<file path="config.mk">
export PLATFORM = sky130hd
export DESIGN_NAME = ialu_cc_exec
export DESIGN_NICKNAME = d
export VERILOG_FILES = /design/src/rtl/ialu_pkg.sv /design/src/rtl/ialu_operand_sel.sv /design/src/rtl/ialu_sub_unit.sv /design/src/rtl/ialu_logic_unit.sv /design/src/rtl/ialu_loop_unit.sv /design/src/rtl/ialu_mul_unit.sv /design/src/rtl/ialu_cc_exec.sv
export SDC_FILE = /design/constraint.sdc
export NUM_CORES = 2
export LEC_CHECK = 0
export ABC_AREA = 1
export BUFFER_PORTS_ARGS = -buffer_cell sky130_fd_sc_hd__clkbuf_2
export CAP_MARGIN = 20
export CELL_PAD_IN_SITES_DETAIL_PLACEMENT = 0
export CELL_PAD_IN_SITES_GLOBAL_PLACEMENT = 1
export CORE_UTILIZATION = 40
export DETAILED_ROUTE_END_ITERATION = 10
export GPL_ROUTABILITY_DRIVEN = 0
export PLACE_DENSITY_LB_ADDON = 0.1
export SLEW_MARGIN = 10
export SYNTH_ARGS = -nofsm -noshare
export SYNTH_HDL_FRONTEND = slang
export SYNTH_SLANG_ARGS = --single-unit
</file>
<file path="constraint.sdc">
create_clock -name clk -period 14.39 [get_ports clk]
set_input_delay 2.1585 -clock clk [delete_from_list [all_inputs] [get_ports clk]]
set_output_delay 2.1585 -clock clk [all_outputs]
set_load 0.03 [all_outputs]
</file>
<file path="src/rtl/ialu_pkg.sv">
// Package ialu_pkg
// Shared opcode encoding for the integer condition-code execute unit.
// Assumes a 4-bit opcode field. Unused codes (12..15) are treated as no-ops.
package ialu_pkg;

    typedef enum logic [3:0] {
        OP_SUBS    = 4'd0,
        OP_SUBU    = 4'd1,
        OP_AND     = 4'd2,
        OP_ANDH    = 4'd3,
        OP_ANDNOT  = 4'd4,
        OP_ANDNOTH = 4'd5,
        OP_OR      = 4'd6,
        OP_ORH     = 4'd7,
        OP_XOR     = 4'd8,
        OP_XORH    = 4'd9,
        OP_LOOPBR  = 4'd10,
        OP_MULW    = 4'd11
    } ialu_op_e;

    localparam int OP_W = 4;

    // Returns 1 for any of the eight logical opcodes.
    function automatic logic is_logic_op(input logic [OP_W-1:0] code);
        return (code >= OP_AND) && (code <= OP_XORH);
    endfunction

    // Returns 1 for the two subtract opcodes.
    function automatic logic is_sub_op(input logic [OP_W-1:0] code);
        return (code == OP_SUBS) || (code == OP_SUBU);
    endfunction

endpackage

</file>
<file path="src/rtl/ialu_operand_sel.sv">
// Module ialu_operand_sel
// Delivers one effective operand: the presented value, or zero when the
// register number is zero. Assumes register zero is hard-wired to zero.
module ialu_operand_sel #(
    parameter int DATA_W = 32,
    parameter int REG_AW = 5
) (
    input  logic [REG_AW-1:0] reg_num,
    input  logic [DATA_W-1:0] reg_val,
    output logic [DATA_W-1:0] eff_val
);

    localparam logic [REG_AW-1:0] ZERO_REG = '0;

    // Force the operand to zero for the hard-wired zero register.
    always_comb begin
        if (reg_num == ZERO_REG) begin
            eff_val = '0;
        end else begin
            eff_val = reg_val;
        end
    end

endmodule

</file>
<file path="src/rtl/ialu_sub_unit.sv">
// Module ialu_sub_unit
// Computes a - b and the "a below b" flag, using a signed or an unsigned
// comparison as selected. Assumes two's complement operands.
module ialu_sub_unit #(
    parameter int DATA_W = 32
) (
    input  logic              use_signed,
    input  logic [DATA_W-1:0] opa,
    input  logic [DATA_W-1:0] opb,
    output logic [DATA_W-1:0] diff,
    output logic              below
);

    logic [DATA_W:0] wide_diff;
    logic            borrow;
    logic            sign_lt;

    // Form the difference with one extra bit to capture the borrow.
    always_comb begin
        wide_diff = {1'b0, opa} - {1'b0, opb};
        diff      = wide_diff[DATA_W-1:0];
        borrow    = wide_diff[DATA_W];
    end

    // Signed less-than from the operand signs and the difference sign.
    always_comb begin
        if (opa[DATA_W-1] != opb[DATA_W-1]) begin
            sign_lt = opa[DATA_W-1];
        end else begin
            sign_lt = wide_diff[DATA_W-1];
        end
    end

    // Pick the comparison that matches the opcode's signedness.
    always_comb begin
        below = use_signed ? sign_lt : borrow;
    end

endmodule

</file>
<file path="src/rtl/ialu_logic_unit.sv">
// Module ialu_logic_unit
// Evaluates the eight logical forms and a result-is-zero flag. A high form
// moves the low half of the first operand into the upper half of the word.
// Assumes DATA_W is even.
module ialu_logic_unit
    import ialu_pkg::*;
#(
    parameter int DATA_W = 32
) (
    input  logic [OP_W-1:0]   code,
    input  logic [DATA_W-1:0] opa,
    input  logic [DATA_W-1:0] opb,
    output logic [DATA_W-1:0] res,
    output logic              res_zero
);

    localparam int HALF_W = DATA_W / 2;

    logic [DATA_W-1:0] opa_hi;
    logic [DATA_W-1:0] first;

    // Build the shifted-immediate operand used by the high forms.
    always_comb begin
        opa_hi = {opa[HALF_W-1:0], {HALF_W{1'b0}}};
    end

    // Opcode bit 0 selects the high form within each logical pair.
    always_comb begin
        first = code[0] ? opa_hi : opa;
    end

    // Evaluate the logical function named by the opcode.
    always_comb begin
        unique case (code)
            OP_AND, OP_ANDH:       res = first & opb;
            OP_ANDNOT, OP_ANDNOTH: res = ~first & opb;
            OP_OR, OP_ORH:         res = first | opb;
            OP_XOR, OP_XORH:       res = first ^ opb;
            default:               res = '0;
        endcase
    end

    // Zero detect that feeds the condition code.
    always_comb begin
        res_zero = (res == '0);
    end

endmodule

</file>
<file path="src/rtl/ialu_loop_unit.sv">
// Module ialu_loop_unit
// Loop branch: adds the step to the count and derives the next loop
// condition from the step's sign and the sum's sign. The taken decision
// uses the loop condition that was in force before this operation.
module ialu_loop_unit #(
    parameter int DATA_W = 32
) (
    input  logic [DATA_W-1:0] step,
    input  logic [DATA_W-1:0] count,
    input  logic              lcc_prev,
    output logic [DATA_W-1:0] sum,
    output logic              lcc_next,
    output logic              taken
);

    logic step_neg;
    logic sum_neg;

    // Add with natural wrap-around at the word width.
    always_comb begin
        sum      = step + count;
        step_neg = step[DATA_W-1];
        sum_neg  = sum[DATA_W-1];
    end

    // Negative step: continue while the sum is non-negative; otherwise
    // continue while the sum is negative.
    always_comb begin
        if (step_neg) begin
            lcc_next = ~sum_neg;
        end else begin
            lcc_next = sum_neg;
        end
    end

    // Branch on the loop condition presented with the operation.
    always_comb begin
        taken = lcc_prev;
    end

endmodule

</file>
<file path="src/rtl/ialu_mul_unit.sv">
// Module ialu_mul_unit
// Unsigned DATA_W x DATA_W -> 2*DATA_W product, split into a low word for
// the even register and a high word for the odd register. USE_ARRAY picks
// an explicit shift-and-add array instead of the inferred multiplier.
module ialu_mul_unit #(
    parameter int DATA_W    = 32,
    parameter bit USE_ARRAY = 1'b0
) (
    input  logic [DATA_W-1:0] opa,
    input  logic [DATA_W-1:0] opb,
    output logic [DATA_W-1:0] prod_lo,
    output logic [DATA_W-1:0] prod_hi
);

    localparam int PROD_W = 2 * DATA_W;

    logic [PROD_W-1:0] product;

    generate
        if (USE_ARRAY) begin : g_array
            // Accumulate one shifted partial product per multiplier bit.
            always_comb begin
                product = '0;
                for (int row = 0; row < DATA_W; row++) begin
                    if (opb[row]) begin
                        product = product + ({{DATA_W{1'b0}}, opa} << row);
                    end
                end
            end
        end else begin : g_infer
            // Inferred full-width multiply.
            always_comb begin
                product = {{DATA_W{1'b0}}, opa} * {{DATA_W{1'b0}}, opb};
            end
        end
    endgenerate

    // Split the product across the register pair.
    always_comb begin
        prod_lo = product[DATA_W-1:0];
        prod_hi = product[PROD_W-1:DATA_W];
    end

endmodule

</file>
<file path="src/rtl/ialu_cc_exec.sv">
// Module ialu_cc_exec
// Top of the integer condition-code execute stage. It selects the operands
// (register zero reads as zero), runs the subtract, logical, loop-branch and
// multiply units in parallel, merges the result and flags by opcode, and
// registers everything for one cycle of latency. Assumes one operation per
// cycle at most and a synchronous active-low reset.
module ialu_cc_exec
    import ialu_pkg::*;
#(
    parameter int DATA_W    = 32,
    parameter int REG_AW    = 5,
    parameter bit MUL_ARRAY = 1'b0
) (
    input  logic              clk,
    input  logic              rst_n,
    input  logic              in_valid,
    input  logic [OP_W-1:0]   op,
    input  logic [REG_AW-1:0] src1_idx,
    input  logic [DATA_W-1:0] src1,
    input  logic [REG_AW-1:0] src2_idx,
    input  logic [DATA_W-1:0] src2,
    input  logic              cc_in,
    input  logic              lcc_in,
    output logic              out_valid,
    output logic [DATA_W-1:0] result,
    output logic              cc_out,
    output logic              lcc_out,
    output logic              branch_taken,
    output logic [DATA_W-1:0] prod_even,
    output logic [DATA_W-1:0] prod_odd
);

    localparam int NUM_SRC = 2;

    logic [REG_AW-1:0] idx_arr [NUM_SRC];
    logic [DATA_W-1:0] val_arr [NUM_SRC];
    logic [DATA_W-1:0] eff_arr [NUM_SRC];
    logic [DATA_W-1:0] opa;
    logic [DATA_W-1:0] opb;

    // Gather the two source ports into arrays for the selector generate.
    always_comb begin
        idx_arr[0] = src1_idx;
        idx_arr[1] = src2_idx;
        val_arr[0] = src1;
        val_arr[1] = src2;
    end

    generate
        for (genvar s = 0; s < NUM_SRC; s++) begin : g_src
            ialu_operand_sel #(
                .DATA_W(DATA_W),
                .REG_AW(REG_AW)
            ) sel_i (
                .reg_num(idx_arr[s]),
                .reg_val(val_arr[s]),
                .eff_val(eff_arr[s])
            );
        end
    endgenerate

    // Name the effective operands.
    always_comb begin
        opa = eff_arr[0];
        opb = eff_arr[1];
    end

    logic [DATA_W-1:0] sub_diff;
    logic              sub_below;
    logic [DATA_W-1:0] log_res;
    logic              log_zero;
    logic [DATA_W-1:0] loop_sum;
    logic              loop_lcc;
    logic              loop_taken;
    logic [DATA_W-1:0] mul_lo;
    logic [DATA_W-1:0] mul_hi;

    ialu_sub_unit #(.DATA_W(DATA_W)) sub_i (
        .use_signed(op == OP_SUBS),
        .opa       (opa),
        .opb       (opb),
        .diff      (sub_diff),
        .below     (sub_below)
    );

    ialu_logic_unit #(.DATA_W(DATA_W)) logic_i (
        .code    (op),
        .opa     (opa),
        .opb     (opb),
        .res     (log_res),
        .res_zero(log_zero)
    );

    ialu_loop_unit #(.DATA_W(DATA_W)) loop_i (
        .step    (opa),
        .count   (opb),
        .lcc_prev(lcc_in),
        .sum     (loop_sum),
        .lcc_next(loop_lcc),
        .taken   (loop_taken)
    );

    ialu_mul_unit #(
        .DATA_W   (DATA_W),
        .USE_ARRAY(MUL_ARRAY)
    ) mul_i (
        .opa    (opa),
        .opb    (opb),
        .prod_lo(mul_lo),
        .prod_hi(mul_hi)
    );

    logic [DATA_W-1:0] nxt_result;
    logic [DATA_W-1:0] nxt_even;
    logic [DATA_W-1:0] nxt_odd;
    logic              nxt_cc;
    logic              nxt_lcc;
    logic              nxt_taken;

    // Merge unit outputs by opcode. Flags pass through unless the opcode owns them.
    always_comb begin
        nxt_result = '0;
        nxt_even   = '0;
        nxt_odd    = '0;
        nxt_cc     = cc_in;
        nxt_lcc    = lcc_in;
        nxt_taken  = 1'b0;
        if (is_sub_op(op)) begin
            nxt_result = sub_diff;
            nxt_cc     = sub_below;
        end else if (is_logic_op(op)) begin
            nxt_result = log_res;
            nxt_cc     = log_zero;
        end else if (op == OP_LOOPBR) begin
            nxt_result = loop_sum;
            nxt_lcc    = loop_lcc;
            nxt_taken  = loop_taken;
        end else if (op == OP_MULW) begin
            nxt_result = mul_lo;
            nxt_even   = mul_lo;
            nxt_odd    = mul_hi;
        end
    end

    // Output register stage with synchronous active-low reset.
    always_ff @(posedge clk) begin
        if (!rst_n) begin
            out_valid    <= 1'b0;
            result       <= '0;
            cc_out       <= 1'b0;
            lcc_out      <= 1'b0;
            branch_taken <= 1'b0;
            prod_even    <= '0;
            prod_odd     <= '0;
        end else begin
            out_valid <= in_valid;
            if (in_valid) begin
                result       <= nxt_result;
                cc_out       <= nxt_cc;
                lcc_out      <= nxt_lcc;
                branch_taken <= nxt_taken;
                prod_even    <= nxt_even;
                prod_odd     <= nxt_odd;
            end
        end
    end

endmodule

</file>
# Yosys cells after proc, flatten, opt, wreduce, memory -nomap -nowiden
# Cells that the tools add are included.
# Widths: inputs -> output; s select.
[op_classes]
add_sub_neg = 2
n_mul = 1
n_div = 0
magnitude_cmp = 2
eq_ne = 12
shifts = 0
mux = 26
n_bitwise = 6
reduce_logical = 10
[op_table]
columns = ["operator", "n"]
rows = [
  ["$mux 32", 14],
  ["$pmux 32 s4", 1],
  ["$and 32x32->32", 2],
  ["$mul 32x32->64", 1],
  ["$sub 32x32->33", 1],
  ["$add 32x32->32", 1],
  ["$logic_not 32->1", 1],
  ["$not 32->32", 1],
  ["$or 32x32->32", 1],
  ["$xor 32x32->32", 1],
  ["$eq 4x3->1 const B", 4],
  ["$eq 4x4->1 const B", 4],
  ["$mux 1", 11],
  ["$logic_not 5->1", 2],
  ["$eq 4x2->1 const B", 2],
  ["$reduce_or 2->1", 4],
  ["$eq 4x1->1 const B", 1],
  ["$ge 4x2->1 const B", 1],
  ["$le 4x4->1 const B", 1],
  ["$logic_not 4->1", 1],
  ["$logic_and 1x1->1", 1],
  ["$logic_or 1x1->1", 1],
  ["$ne 1x1->1", 1],
  ["$not 1->1", 1],
]
[word_totals]
reg_bits = 100
latch_bits = 0
ramBits = 0
rom_bits = 0
in_bits = 83
out_inout_bits = 100
elab_cells = 66
memories = 0

# Depth between registers and ports, before layout
[depth]
word_depth = 9
ltp_mapped = 37
ltp_nobuf = 33

# Hierarchy
# From an unflattened synthesis, not the netlist that was laid out.
[hier_totals]
hier_cells = 7114
area_unflattened_um2 = 47937.2
[modules_own_cells]
columns = ["mod", "instances", "cells_per_inst", "area_each_um2", "seq_area_each_um2"]
rows = [
  ["ialu_mul_unit", 1, 4953, 36110.9, 0.0],
  ["ialu_cc_exec", 1, 638, 4395.5, 2001.9],
  ["ialu_sub_unit", 1, 540, 2548.7, 0.0],
  ["ialu_logic_unit", 1, 459, 2214.6, 0.0],
  ["ialu_loop_unit", 1, 382, 2052.0, 0.0],
  ["ialu_operand_sel", 2, 71, 307.8, 0.0],
]

# Worst setup path after synthesis
# OpenSTA, ideal clock, no wires.
[synth_timing]
path_type = "input to register"
startpoint = "in src1_idx[3]"
endpoint = "reg prod_odd[21]"
setup_time_ns = 0.132
arrival_ns = 8.855
required_ns = 14.258
setup_slack_ns = 5.403
path_stages = 32
n_path_buf = 3
path_cell_list = "nor2_2 nand3_4 buf_2 buf_2 buf_4 nand2_1 clkinv_1 ha_1 inv_1 fa_1 fa_1 inv_1 fa_1 fa_1 fa_1 fa_1 fa_1 inv_1 fa_1 inv_1 ha_1 nand2_1 nor2_1 inv_1 nor2_1 inv_1 o21ai_0 nand2_1 nand3_1 a21boi_0 o21ai_0 a21oi_1"
[synth_via]
elab_chain_len = 7
[synth_lines]
columns = ["element", "line_no", "source"]
rows = [
  ["start: declaration", "ialu_cc_exec.sv:18", "input logic [REG_AW-1:0] src1_idx,"],
  ["$logic_not 5->1", "ialu_operand_sel.sv:17", "if (reg_num == ZERO_REG) begin"],
  ["$mux 32", "ialu_operand_sel.sv:17", ""],
  ["$mul 32x32->64", "ialu_mul_unit.sv:33", "product = {{DATA_W{1'b0}}, opa} * {{DATA_W{1'b0}}, opb};"],
  ["$mux 32", "ialu_cc_exec.sv:138", "end else if (op == OP_MULW) begin"],
  ["$mux 32", "ialu_cc_exec.sv:134", "end else if (op == OP_LOOPBR) begin"],
  ["$mux 32", "ialu_cc_exec.sv:131", "end else if (is_logic_op(op)) begin"],
  ["$mux 32", "ialu_cc_exec.sv:128", "if (is_sub_op(op)) begin"],
  ["end signal: assignment", "ialu_cc_exec.sv:163", "prod_odd <= nxt_odd;"],
  ["end: declaration", "ialu_cc_exec.sv:30", "output logic [DATA_W-1:0] prod_odd"],
]
# No other way between the ends.
# A chain may end at the register's enable or synchronous reset.

# Final worst setup path
[layout_timing]
startpoint = "in src1_idx[4]"
endpoint = "reg prod_odd[10]"
# Same word-level chain as after synthesis.

==> impl_metrics.py <==
metrics = {
    "clock_network": {
        "cts_buffers": 9,
        "htreeDepth": 3,
        "clock_sinks": 100,
        "cts_setup_buffers": 0,
        "clock_path_buffers": 2,
        "path_clk_slew_ns": 0.07,
        "clk_latency_ns": 0.37,
        "cts_tree": "yes",
        "post_cts_resized": 0,
        "cts_root_buffer": "clkbuf_16",
        "holdBufCountCts": 0,
    },
    "floorplanning": {
        "start_util_pct": 40.3,
        "die_w_um": 330,
        "core_area_mm2": 0.107,
        "die_h_um": 330,
        "dieArea_mm2": 0.109,
        "rows": 120,
        "io_pins": 183,
    },
    "sta": {
        "finClkSkew_ns": 0,
        "timing.final.crit_share_pct": 82.3,
        "drv_slew": 0,
        "fin_setup_tns_ns": 0,
        "layout_setup_ws_ns": 2.54,
        "period_needed_ns": 11.85,
        "rsz0062_at_grt": "false",
        "fmax_mhz": 84.4,
        "setup_viol": 0,
        "final_hold_viol_count": 0,
        "maxSlewHeadroom_pct": 25.5,
        "worstMarginPinSlew_ns": 1.12,
    },
    "worst_setup_path": {
        "required_ns": 14.69,
        "worstSetupPathType": "in2reg",
        "max_stage_delay_ns": 0.82,
        "rr_startpoint": "prod_even[29]",
        "startpoint_type": "primary input",
        "crit_path_frequent_cell": "fa_1",
        "worst-path-max-fanout": 42,
        "crit_arrival_ns": 12.15,
        "r2r_end": "prod_even[29]",
        "reg2reg_setup_slack_ns": 13.56,
        "critPathSlowestCell": "inv_1",
        "end_kind": "flop",
        "reg2reg_depth": 3,
    },
    "job": {
        "cap_violations": 0,
    },
    "route": {
        "wl_um": 200000,
        "ant_nets": 0,
        "vias": 40300,
        "drc_errors": 0,
        "dr.pass1.iters": 6,
        "wl_per_cell_um": 27.5,
        "dr.first_iter.drc_count": 4098,
        "viasPerCell": 5.55,
    },
    "place": {
        "dpl_cell_area_mm2": 0.0455,
        "port-buffer-count": 182,
        "dp_slack_ns": 2.31,
        "hpwl_um": 166000,
    },
    "synthesis": {
        "synth_cells": 5800,
        "ys_ff_latch": 100,
        "synth_ff_type": "dfxtp_1",
        "synth-seq-area-share_pct": 4.64,
        "postSynthAreaPerCell_um2": 7.44,
        "synthTopCellsByArea": "fa_1 (42%), ha_1 (10%), inv_1 (10%), nand2_1 (9.1%), nor2_1 (8.0%)",
        "async_flop_share_pct": 0,
        "synth_top_cell_area_share_pct": 41.6,
        "yosysTopAreaCell": "fa_1",
        "synth-edff-count": 0,
        "syn-cell-area_mm2": 0.0432,
        "synth_cell_types": 55,
        "syn_nets": 7142,
        "synth_warnings": 0,
    },
    "layout": {
        "final_util_pct": 42.8,
        "multi_input_area_mm2": 0.0355,
        "fin_area_mm2": 0.0458,
        "drive_gt1_share_pct": 6.84,
        "fill_cells": 11300,
        "final_cell_mix": "inv_1 (1168), nand2_1 (1050), nor2_1 (917), fa_1 (898), ha_1 (361)",
        "layout_commonest_cell": "inv_1",
        "nNetsFinal": 7189,
        "area_growth_pct": 6.05,
        "register_area_mm2": 0.00200,
    },
    "hold_path": {
        "whs_path_depth": 2,
        "min_to": "prod_even[30]",
        "min_from": "prod_even[30]",
        "hold_class": "reg2reg",
    },
    "grt": {
        "grt_pass1_vias": 40600,
        "antenna_found_initial": 7,
        "grt_max_degree": 72,
        "grt_overflow": 0,
        "grt_pass1_wl_um": 289000,
        "track_usage_pct": 37.2,
    },
    "outcome": {
        "status": "finished, final reports clean",
    },
}
logic make-up after synthesis:
family	count (synthesis)	share of synthesized area, %
DFF	100	4.64
adders and majority gates	1259	52.1
xor gates and xnor gates	18	0.365
AOI/OAI and AO/OA	559	7.12
buffers and inverters	1464	13.1
and+or+nand+nor	2400	22.7
routing by layer:
metal / GRT usage, % / vias to the layer above / share of wire, %
met3: 7.19 / 378 / 10
met5: 0 / - / 0.029
met4: 14.1 / 8 / 4.7
met1: 52.7 / 20300 / 42
met2: 56.2 / 2127 / 43
li1: - / 17500 / -
metrics by stage:
step	cells	hold WS, ns
6_report	7256	0.466
5_1_grt	7255	0.482
3_3_place_gp	7239	0.451
3_5_place_dp	7239	0.456
4_1_cts	7255	0.468
2_1_floorplan	5800	0.595
worst max-delay path by stage:
stage           startpoint            to  slack, ns  cells after the start
2_1_floorplan  src1_idx[3]  prod_odd[21]       5.40                     32
3_3_place_gp   src1_idx[3]  prod_odd[10]       2.32                     29
3_5_place_dp   src1_idx[3]  prod_odd[10]       2.31                     29
4_1_cts        src1_idx[3]  prod_odd[10]       2.69                     29
5_1_grt        src1_idx[1]  prod_odd[10]       2.39                     29
6_report       src1_idx[4]  prod_odd[10]       2.54                     29
critical path: cells and delay by family:
| family | cells | cell delay [ns] |
|---|---|---|
| adder cells (fa/ha/maj) | 10 | 4.95 |
| buffers and inverters | 9 | 1.93 |
| AO/OA/AOI/OAI | 5 | 1.33 |
| AND/OR/NAND/NOR | 4 | 1.22 |
| XOR/XNOR | 1 | 0.47 |
sequential cells by signal, indices dropped and copies added (netlist names):
register,flops
prod_even,32
prod_odd,32
result,32
branch_taken,1
cc_out,1
lcc_out,1
out_valid,1
synth_stat cells, types with 64 or more instances:
cell type,count
ha_1,361
nor2_1,918
fa_1,898
a21oi_1,291
dfxtp_1,100
nand4_1,64
nand2_1,1051
buf_2,72
o21ai_0,149
inv_1,1171
nand3_1,254
clkbuf_1,118
final cells by class:
| type | count | share of cell area (%) |
|---|---|---|
| Antenna cell | 1 | 0.00547 |
| Clock buffer | 11 | 0.530 |
| Clock inverter | 5 | 0.0793 |
| Inverter | 1225 | 10.1 |
| Multi-Input combinational cell | 4236 | 77.6 |
| Sequential cell | 100 | 4.37 |
| Tap cell | 1403 | 3.84 |
| Timing Repair Buffer | 275 | 3.52 |
Power is left out: the tool's default activity adds up to more than one toggle a clock period on the data nets, which glitch-free logic cannot reach.
